--- src/rtl/tick_presc_pkg.sv ---
package tick_presc_pkg;

    localparam int SEL_W    = 3;
    localparam int NUM_TAPS = 4;

    typedef enum logic [2:0] {
        SRC_OFF,
        SRC_SYS,
        SRC_TAP,
        SRC_PIN_FALL,
        SRC_PIN_RISE
    } src_e;

    // Map a select code to its tick source.
    function automatic src_e decode_sel(input logic [SEL_W-1:0] code);
        src_e res;
        unique case (code)
            3'd0:                      res = SRC_OFF;
            3'd1:                      res = SRC_SYS;
            3'd2, 3'd3, 3'd4, 3'd5:    res = SRC_TAP;
            3'd6:                      res = SRC_PIN_FALL;
            default:                   res = SRC_PIN_RISE;
        endcase
        return res;
    endfunction

    // Log2 of the divisor of each divider tap: 8, 64, 256, 1024.
    function automatic int tap_log2(input int idx);
        int res;
        case (idx)
            0:       res = 3;
            1:       res = 6;
            2:       res = 8;
            default: res = 10;
        endcase
        return res;
    endfunction

endpackage

--- src/rtl/presc_divider.sv ---
module presc_divider
    import tick_presc_pkg::*;
#(
    parameter int CNT_W = 10
) (
    input  logic                clk,
    input  logic                rst_n,
    input  logic                presc_clr,
    output logic [NUM_TAPS-1:0] tap_pls
);

    localparam int TOP_LG = tap_log2(NUM_TAPS - 1);

    logic [CNT_W-1:0] div_q;

    // Free-running divider; only reset and the clear input touch it.
    always_ff @(posedge clk or negedge rst_n) begin
        if (!rst_n) begin
            div_q <= '0;
        end else if (presc_clr) begin
            div_q <= '0;
        end else begin
            div_q <= div_q + 1'b1;
        end
    end

    for (genvar t = 0; t < NUM_TAPS; t++) begin : g_tap
        localparam int LG = tap_log2(t);
        assign tap_pls[t] = &div_q[LG-1:0];
        if (t > 0) begin : g_nest
            AST_TAP_NESTED: assert property (@(posedge clk) disable iff (!rst_n)
                tap_pls[t] |-> tap_pls[t-1]);
        end
    end

    initial begin
        if (CNT_W < TOP_LG) $error("divider narrower than largest tap");
    end

    AST_DIV_ADVANCES: assert property (@(posedge clk) disable iff (!rst_n)
        !presc_clr |=> div_q == $past(div_q) + 1'b1);
    AST_DIV_CLEARED: assert property (@(posedge clk) disable iff (!rst_n)
        presc_clr |=> div_q == '0);

endmodule

--- src/rtl/pin_edge_sync.sv ---
module pin_edge_sync
    import tick_presc_pkg::*;
(
    input  logic clk,
    input  logic rst_n,
    input  logic pin,
    input  src_e mode,
    output logic ext_pls
);

    logic fall_smp_q;
    logic sync_q;
    logic hist_q;
    logic rise_seen;
    logic fall_seen;

    // First stage: holds the pin value seen at the end of the high phase.
    always_ff @(negedge clk or negedge rst_n) begin
        if (!rst_n) fall_smp_q <= 1'b0;
        else        fall_smp_q <= pin;
    end

    // Second stage and edge history.
    always_ff @(posedge clk or negedge rst_n) begin
        if (!rst_n) begin
            sync_q <= 1'b0;
            hist_q <= 1'b0;
        end else begin
            sync_q <= fall_smp_q;
            hist_q <= sync_q;
        end
    end

    assign rise_seen = sync_q & ~hist_q;
    assign fall_seen = ~sync_q & hist_q;

    // Registered edge pulse, filtered by the selected polarity.
    always_ff @(posedge clk or negedge rst_n) begin
        if (!rst_n) begin
            ext_pls <= 1'b0;
        end else begin
            unique case (mode)
                SRC_PIN_RISE: ext_pls <= rise_seen;
                SRC_PIN_FALL: ext_pls <= fall_seen;
                default:      ext_pls <= 1'b0;
            endcase
        end
    end

    AST_PIN_PULSE_SINGLE: assert property (@(posedge clk) disable iff (!rst_n)
        ext_pls && $stable(mode) |=> !ext_pls);
    AST_PIN_PULSE_HAS_EDGE: assert property (@(posedge clk) disable iff (!rst_n)
        ext_pls |-> $past(sync_q) != $past(hist_q));
    AST_PIN_PULSE_MODE: assert property (@(posedge clk) disable iff (!rst_n)
        ext_pls |-> ($past(mode) == SRC_PIN_RISE || $past(mode) == SRC_PIN_FALL));

endmodule

--- src/rtl/dual_tick_prescaler.sv ---
module dual_tick_prescaler
    import tick_presc_pkg::*;
#(
    parameter int NUM_CH = 2,
    parameter int CNT_W  = 10
) (
    input  logic                         clk,
    input  logic                         rst_n,
    input  logic                         presc_clr,
    input  logic [NUM_CH-1:0][SEL_W-1:0] ch_sel,
    input  logic [NUM_CH-1:0]            ext_pin,
    output logic [NUM_CH-1:0]            cnt_en
);

    logic [NUM_TAPS-1:0] tap_pls;

    presc_divider #(.CNT_W(CNT_W)) u_div (
        .clk       (clk),
        .rst_n     (rst_n),
        .presc_clr (presc_clr),
        .tap_pls   (tap_pls)
    );

    for (genvar c = 0; c < NUM_CH; c++) begin : g_ch
        src_e       mode;
        logic [1:0] tap_idx;
        logic       ext_pls;

        assign mode    = decode_sel(ch_sel[c]);
        assign tap_idx = 2'(ch_sel[c] - 3'd2);

        pin_edge_sync u_pin (
            .clk     (clk),
            .rst_n   (rst_n),
            .pin     (ext_pin[c]),
            .mode    (mode),
            .ext_pls (ext_pls)
        );

        always_comb begin
            unique case (mode)
                SRC_OFF:      cnt_en[c] = 1'b0;
                SRC_SYS:      cnt_en[c] = 1'b1;
                SRC_TAP:      cnt_en[c] = tap_pls[tap_idx];
                SRC_PIN_FALL,
                SRC_PIN_RISE: cnt_en[c] = ext_pls;
                default:      cnt_en[c] = 1'b0;
            endcase
        end

        AST_STOP_QUIET: assert property (@(posedge clk) disable iff (!rst_n)
            ch_sel[c] == 3'd0 |-> !cnt_en[c]);
        AST_SYS_EVERY: assert property (@(posedge clk) disable iff (!rst_n)
            ch_sel[c] == 3'd1 |-> cnt_en[c]);
    end

    if (NUM_CH > 1) begin : g_shared
        AST_SHARED_PHASE: assert property (@(posedge clk) disable iff (!rst_n)
            (ch_sel[0] == ch_sel[1] && ch_sel[0] >= 3'd2 && ch_sel[0] <= 3'd5)
            |-> cnt_en[0] == cnt_en[1]);
    end

endmodule

--- config.mk ---
export PLATFORM = sky130hd
export DESIGN_NAME = dual_tick_prescaler
export DESIGN_NICKNAME = d
export VERILOG_FILES = /design/src/rtl/tick_presc_pkg.sv /design/src/rtl/presc_divider.sv /design/src/rtl/pin_edge_sync.sv /design/src/rtl/dual_tick_prescaler.sv
export SDC_FILE = /design/constraint.sdc
export NUM_CORES = 1
export LEC_CHECK = 0
export BUFFER_PORTS_ARGS = -buffer_cell sky130_fd_sc_hd__buf_2
export CORE_ASPECT_RATIO = 1.5
export CORE_MARGIN = 1.5
export CORE_UTILIZATION = 40
export CTS_BUF_LIST = sky130_fd_sc_hd__clkbuf_4
export CTS_CLUSTER_SIZE = 14
export DETAILED_ROUTE_END_ITERATION = 10
export GPL_TIMING_DRIVEN = 1
export HOLD_SLACK_MARGIN = 0.08
export PLACE_DENSITY = 0.55
export SLEW_MARGIN = 40
export SYNTH_ARGS = -nofsm -noshare
export SYNTH_HDL_FRONTEND = slang
export SYNTH_SLANG_ARGS = --single-unit
export TNS_END_PERCENT = 30
--- constraint.sdc ---
create_clock -name clk -period 3.38 [get_ports clk]
set_input_delay 0.676 -clock clk [delete_from_list [all_inputs] [get_ports clk]]
set_output_delay 0.676 -clock clk [all_outputs]
set_load 0.02 [all_outputs]
Word-level counts from Yosys, hierarchy flattened:

Cells that the tools add are included.

* bitwise logic cells: 8
* add/subtract/negate cells: 3
* equality and inequality tests: 20
* reductions and logical operators: 10
* mux-type cells: 11
* order comparisons: 2

Operator list (number)
* $eq A3 B2 Y1 const B: 8
* $eq A3 B3 Y1 const B: 8
* $pmux W3 S4: 2
* $eq A3 B1 Y1 const B: 4
* $add A10 B1 Y10 const B: 1
* $mux W10: 1
* $reduce_and A10 Y1: 1
* $reduce_and A8 Y1: 1
* $reduce_or A4 Y1: 2
* $logic_not A3 Y1: 2
* $lt A2 B3 Y1 const B: 2
* $pmux W1 S3: 2
* $reduce_and A6 Y1: 1
* $and A1 B1 Y1: 4
* $bmux W1 S2: 2
* $not A1 Y1: 4
* $pmux W1 S2: 2
* $reduce_or A2 Y1: 2
* $sub A2 B2 Y2 const B: 2
* $reduce_and A3 Y1: 1
* $mux W1: 2

* register bits: 18
* input port bits: 11
* output and inout port bits: 2
* word-level logic and storage cells: 63

Depth between registers and ports, before layout:

* depth after elaboration: 6
* depth in mapped cells: 5
* gate-level depth less buffers: 5

Hierarchy:

Synthesis repeated with hierarchy kept, for this count alone.

* cells, all modules: 89
* area, all modules: 954.7 um^2

Modules (own cells, without submodules)
* presc_divider: times used 1, cells each 49, seq. area each 250.2 um^2, area an instance 494.2 um^2
* pin_edge_sync: times used 2, cells each 7, seq. area each 100.1 um^2, area an instance 136.4 um^2
* dual_tick_prescaler: times used 1, cells each 26, seq. area each 0.0 um^2, area an instance 187.7 um^2

==> impl_summary.md <==
Die
The effective utilization at floorplan is 41.5%. From bottom edge to top edge, the die measures 61.6 um. The die is 42.1 um wide. The die covers 0.00259 mm^2. For this design the top-level I/O count stands at 13. The placeable core region is 0.00221 mm^2. The row count is 21.

Place
Input and output buffers added on the ports amount to 12. The congestion estimate from routability-driven global placement came to 0.775. OpenSTA, run right after detailed placement, puts the worst setup slack at 423 ps.

Once detailed placement completed, the half-perimeter wirelength came to 1360 um.

Logic synthesis
Yosys mapped a number of flops with a built-in enable equal to 0. The cell count after synthesis came out at 89. In this run, distinct cell masters in the synthesized netlist total 31. The fraction of post-synthesis cell area in the top cell type by area is 43.7%. The flip-flop and latch count after synthesis is 18.

The portion of the post-synthesis area used by sequential elements is 49.2%. Yosys attributes the largest share of cell area to dfrtp_1, ha_1, dfrtn_1. In this run the mean area of a mapped cell was 10.3 um^2. Summing every instance area after synthesis gives 916 um^2. For this run, the number of Yosys warnings is 0. Among all flip-flop cells after synthesis, the most frequent one is dfrtp_1. The largest area contributor in the netlist is dfrtp_1.

Of all flip-flops after synthesis, the portion carrying an async set or reset was 100%. The post-synth net total is 105.

CTS
Buffers inserted to repair hold after CTS numbered 0. The clock passes through at most 2 buffers. Clock-pin slew was measured on the worst setup and hold paths at 100 ps. The maximum level of the CTS H-tree is 1.

The number of cells upsized or downsized after cts is 0. The master cell of the clock root buffer is clkbuf_4. The tree built by TritonCTS fans out to 18 sinks. The TritonCTS clock tree is yes. The clock reaches the later pin of the worst-skew pair after 290 ps. After clock tree synthesis, the setup repair step added 0 buffers. The CTS buffer count is 3.

Timing
Across all hold checks on the routed design, the worst slack comes to 293 ps. The final-report hold violation count is 0. The smallest setup slack after layout is 405 ps. After routing, the total negative slack on setup checks comes to 0 ps. The number of pins exceeding their max-slew limit in the final report was 0. The maximum clock rate is 0.336 GHz. The final clock period utilization by the worst path is 88.0%. The clock arrives with 1.11 ps of skew. Setup repair after global routing left no endpoint under its margin.

The final-report setup violation count is 0. The transition time at the pin with the least slew margin is 383 ps. Subtracting the final worst setup slack from the clock period gives 2970 ps.

The headroom to the max-slew limit is 74.1%.

Worst setup path
The slowest cell on the critical path is or3b_2. The critical path startpoint category is a primary input. Counting both buffers and inverters, the worst setup path holds a total of 3. In this design, the critical path's most frequently occurring cell is buf_2. The nature of the critical path endpoint is an output port. The signal on the critical path passes through buf_2 > inv_1 > ha_1 > or3b_2 > a2111o_1 > o211ai_1 > buf_2.

On the worst path, the slowest cell contributes a delay of 460 ps. In this run the worst path has a maximum fanout of 7. For the worst setup path, the data required time is 2700 ps.

The signal arrival time at the worst endpoint is 2300 ps. The kind of cell with the highest combined delay along the critical path is simple AND/OR/NAND/NOR gates. The critical setup path kind is primary input to output port.

Pwr
The static leakage power is 0.442 nW. The power per unit of standard cell area is 365 mW/mm^2. VDD sags by at most 0.223 mV. The design draws 0.373 mW.

Detailed routing
The average routed wire per standard cell is 14.1 um. After detailed routing, the number of remaining DRC violations is 0. The number of DRC violations after detailed-routing iteration 0 is 15.

After detailed routing, the number of vias per cell comes to 5.69. The sum of routed wire length over all layers is 1780 um. The total vias in the final route is 717.

The first detailed-routing pass took 4 iterations. The count of antenna-violating nets left after detailed routing is 0.

Finish
The storage element area is 450 um^2. The layout has 223 filler cells. After the last flow step, the layout net total stands at 120. The layout overhead on the synthesized area is 11.6%. The repair_antennas step left the layout with diodes totalling 0. The post-route netlist has 17.5% of its cells at a drive strength greater than 1. The area of combinational cells with multiple inputs is 438 um^2.

Global routing
The global-route usage over all layers is 15.5%. The via count of the first global-routing pass is 669. The largest net degree at the start of global routing is 19. The number of antenna violations at the first check in global routing is 0.

The total overflow left after global routing is 0. The first global-routing pass estimated 2970 um of wire.

Worst hold path
In this run the worst hold path is classified as primary input to async pin.

Run
Max-cap violations in this run came to 0.

Outcome
The flow ran to the end, and the final reports show no timing, DRC or antenna violations.
path summary, 6_finish.rpt:
kind,start,end,slack [ps],cells after the start
hold reg to reg,g_ch[1].u_pin.sync_q,g_ch[1].u_pin.hist_q,410,0
min in group clk,g_ch[1].u_pin.sync_q,g_ch[1].u_pin.hist_q,410,0
hold / removal,rst_n,g_ch[1].u_pin.hist_q,290,1
max in group asynchronous,rst_n,g_ch[0].u_pin.fall_smp_q,1200,1
setup / recovery,ch_sel[4],cnt_en[1],410,7
setup reg to reg,g_ch[0].u_pin.fall_smp_q,g_ch[0].u_pin.sync_q,1250,0
where the power goes:
group          internal [mW]  switching [mW]  leakage (nW)
sequential             0.223         0.00534         0.235
clock                 0.0429          0.0637        0.0154
combinational         0.0149          0.0235         0.191
synthesized netlist by cell type, drive strengths merged (2+ instances only):
cell / number
dfrtp: 16
nand3: 7
a21oi: 6
nand2: 6
nor2: 6
ha: 5
inv: 5
nor2b: 3
o211ai: 3
o21ai: 3
or3: 3
a2111o: 2
a22oi: 2
a32oi: 2
dfrtn: 2
nand4: 2
nor4b: 2
xor2: 2
layout make-up:
type                            count  area share, %
Sequential cell                    18           44.1
Multi-Input combinational cell     64           42.8
Timing Repair Buffer               12           5.88
Tap cell                           23           2.82
Clock buffer                        3           2.20
Inverter                            5           1.84
Clock inverter                      1          0.367
layer usage:
layer	up-vias	global-route usage [%]	wire length, um	share of wire (%)
met5	-	0	0	0
met4	0	9.38	29	1.6
met3	4	1.76	48	2.7
met2	10	27.9	943	53
met1	348	17.9	756	43
li1	355	-	-	-
cells in the final DEF (no fill, tap or decap), types with 2 or more instances in the layout:
cell and instances:
a32oi_1 2, inv_1 5, a21oi_1 6, a2111o_1 2, or3_1 3, ha_1 5
dfrtn_1 2, clkbuf_4 3, nand2_1 6, a22oi_1 2, buf_2 12, dfrtp_1 16
o21ai_0 3, nor2b_1 3, nand3_1 6, nand4_1 2, nor4b_1 2, nor2_1 6
o211ai_1 3, xor2_1 2
cells by family after synthesis:
| family | count (synthesis) | share of synthesized area [%] |
|---|---|---|
| AOI/OAI and AO/OA | 20 | 15.2 |
| xor gates and xnor gates | 2 | 1.91 |
| adders and majority gates | 5 | 6.83 |
| buffers and inverters | 7 | 3.00 |
| DFF | 18 | 49.2 |
| muxes | 1 | 1.23 |
| and+or+nand+nor | 36 | 22.7 |
per-stage QoR:
| stage | cell area [um^2] | utilization [%] | instances |
|---|---|---|---|
| 2_1_floorplan | 916 | - | 89 |
| 4_1_cts | 1020 | 46.3 | 126 |
| 5_1_grt | 1020 | 46.3 | 126 |
| 3_5_place_dp | 996 | 45.1 | 122 |
| 6_report | 1020 | 46.3 | 126 |
| 3_3_place_gp | 996 | 45.1 | 122 |
sequential cells by signal (all words and copies together) (netlist names):
signal	cells
g_ch.u_pin.ext_pls	2
g_ch.u_pin.fall_smp_q	2
g_ch.u_pin.hist_q	2
g_ch.u_pin.sync_q	2
u_div.div_q	10
Note: power is estimated with default switching activity, not from simulation.
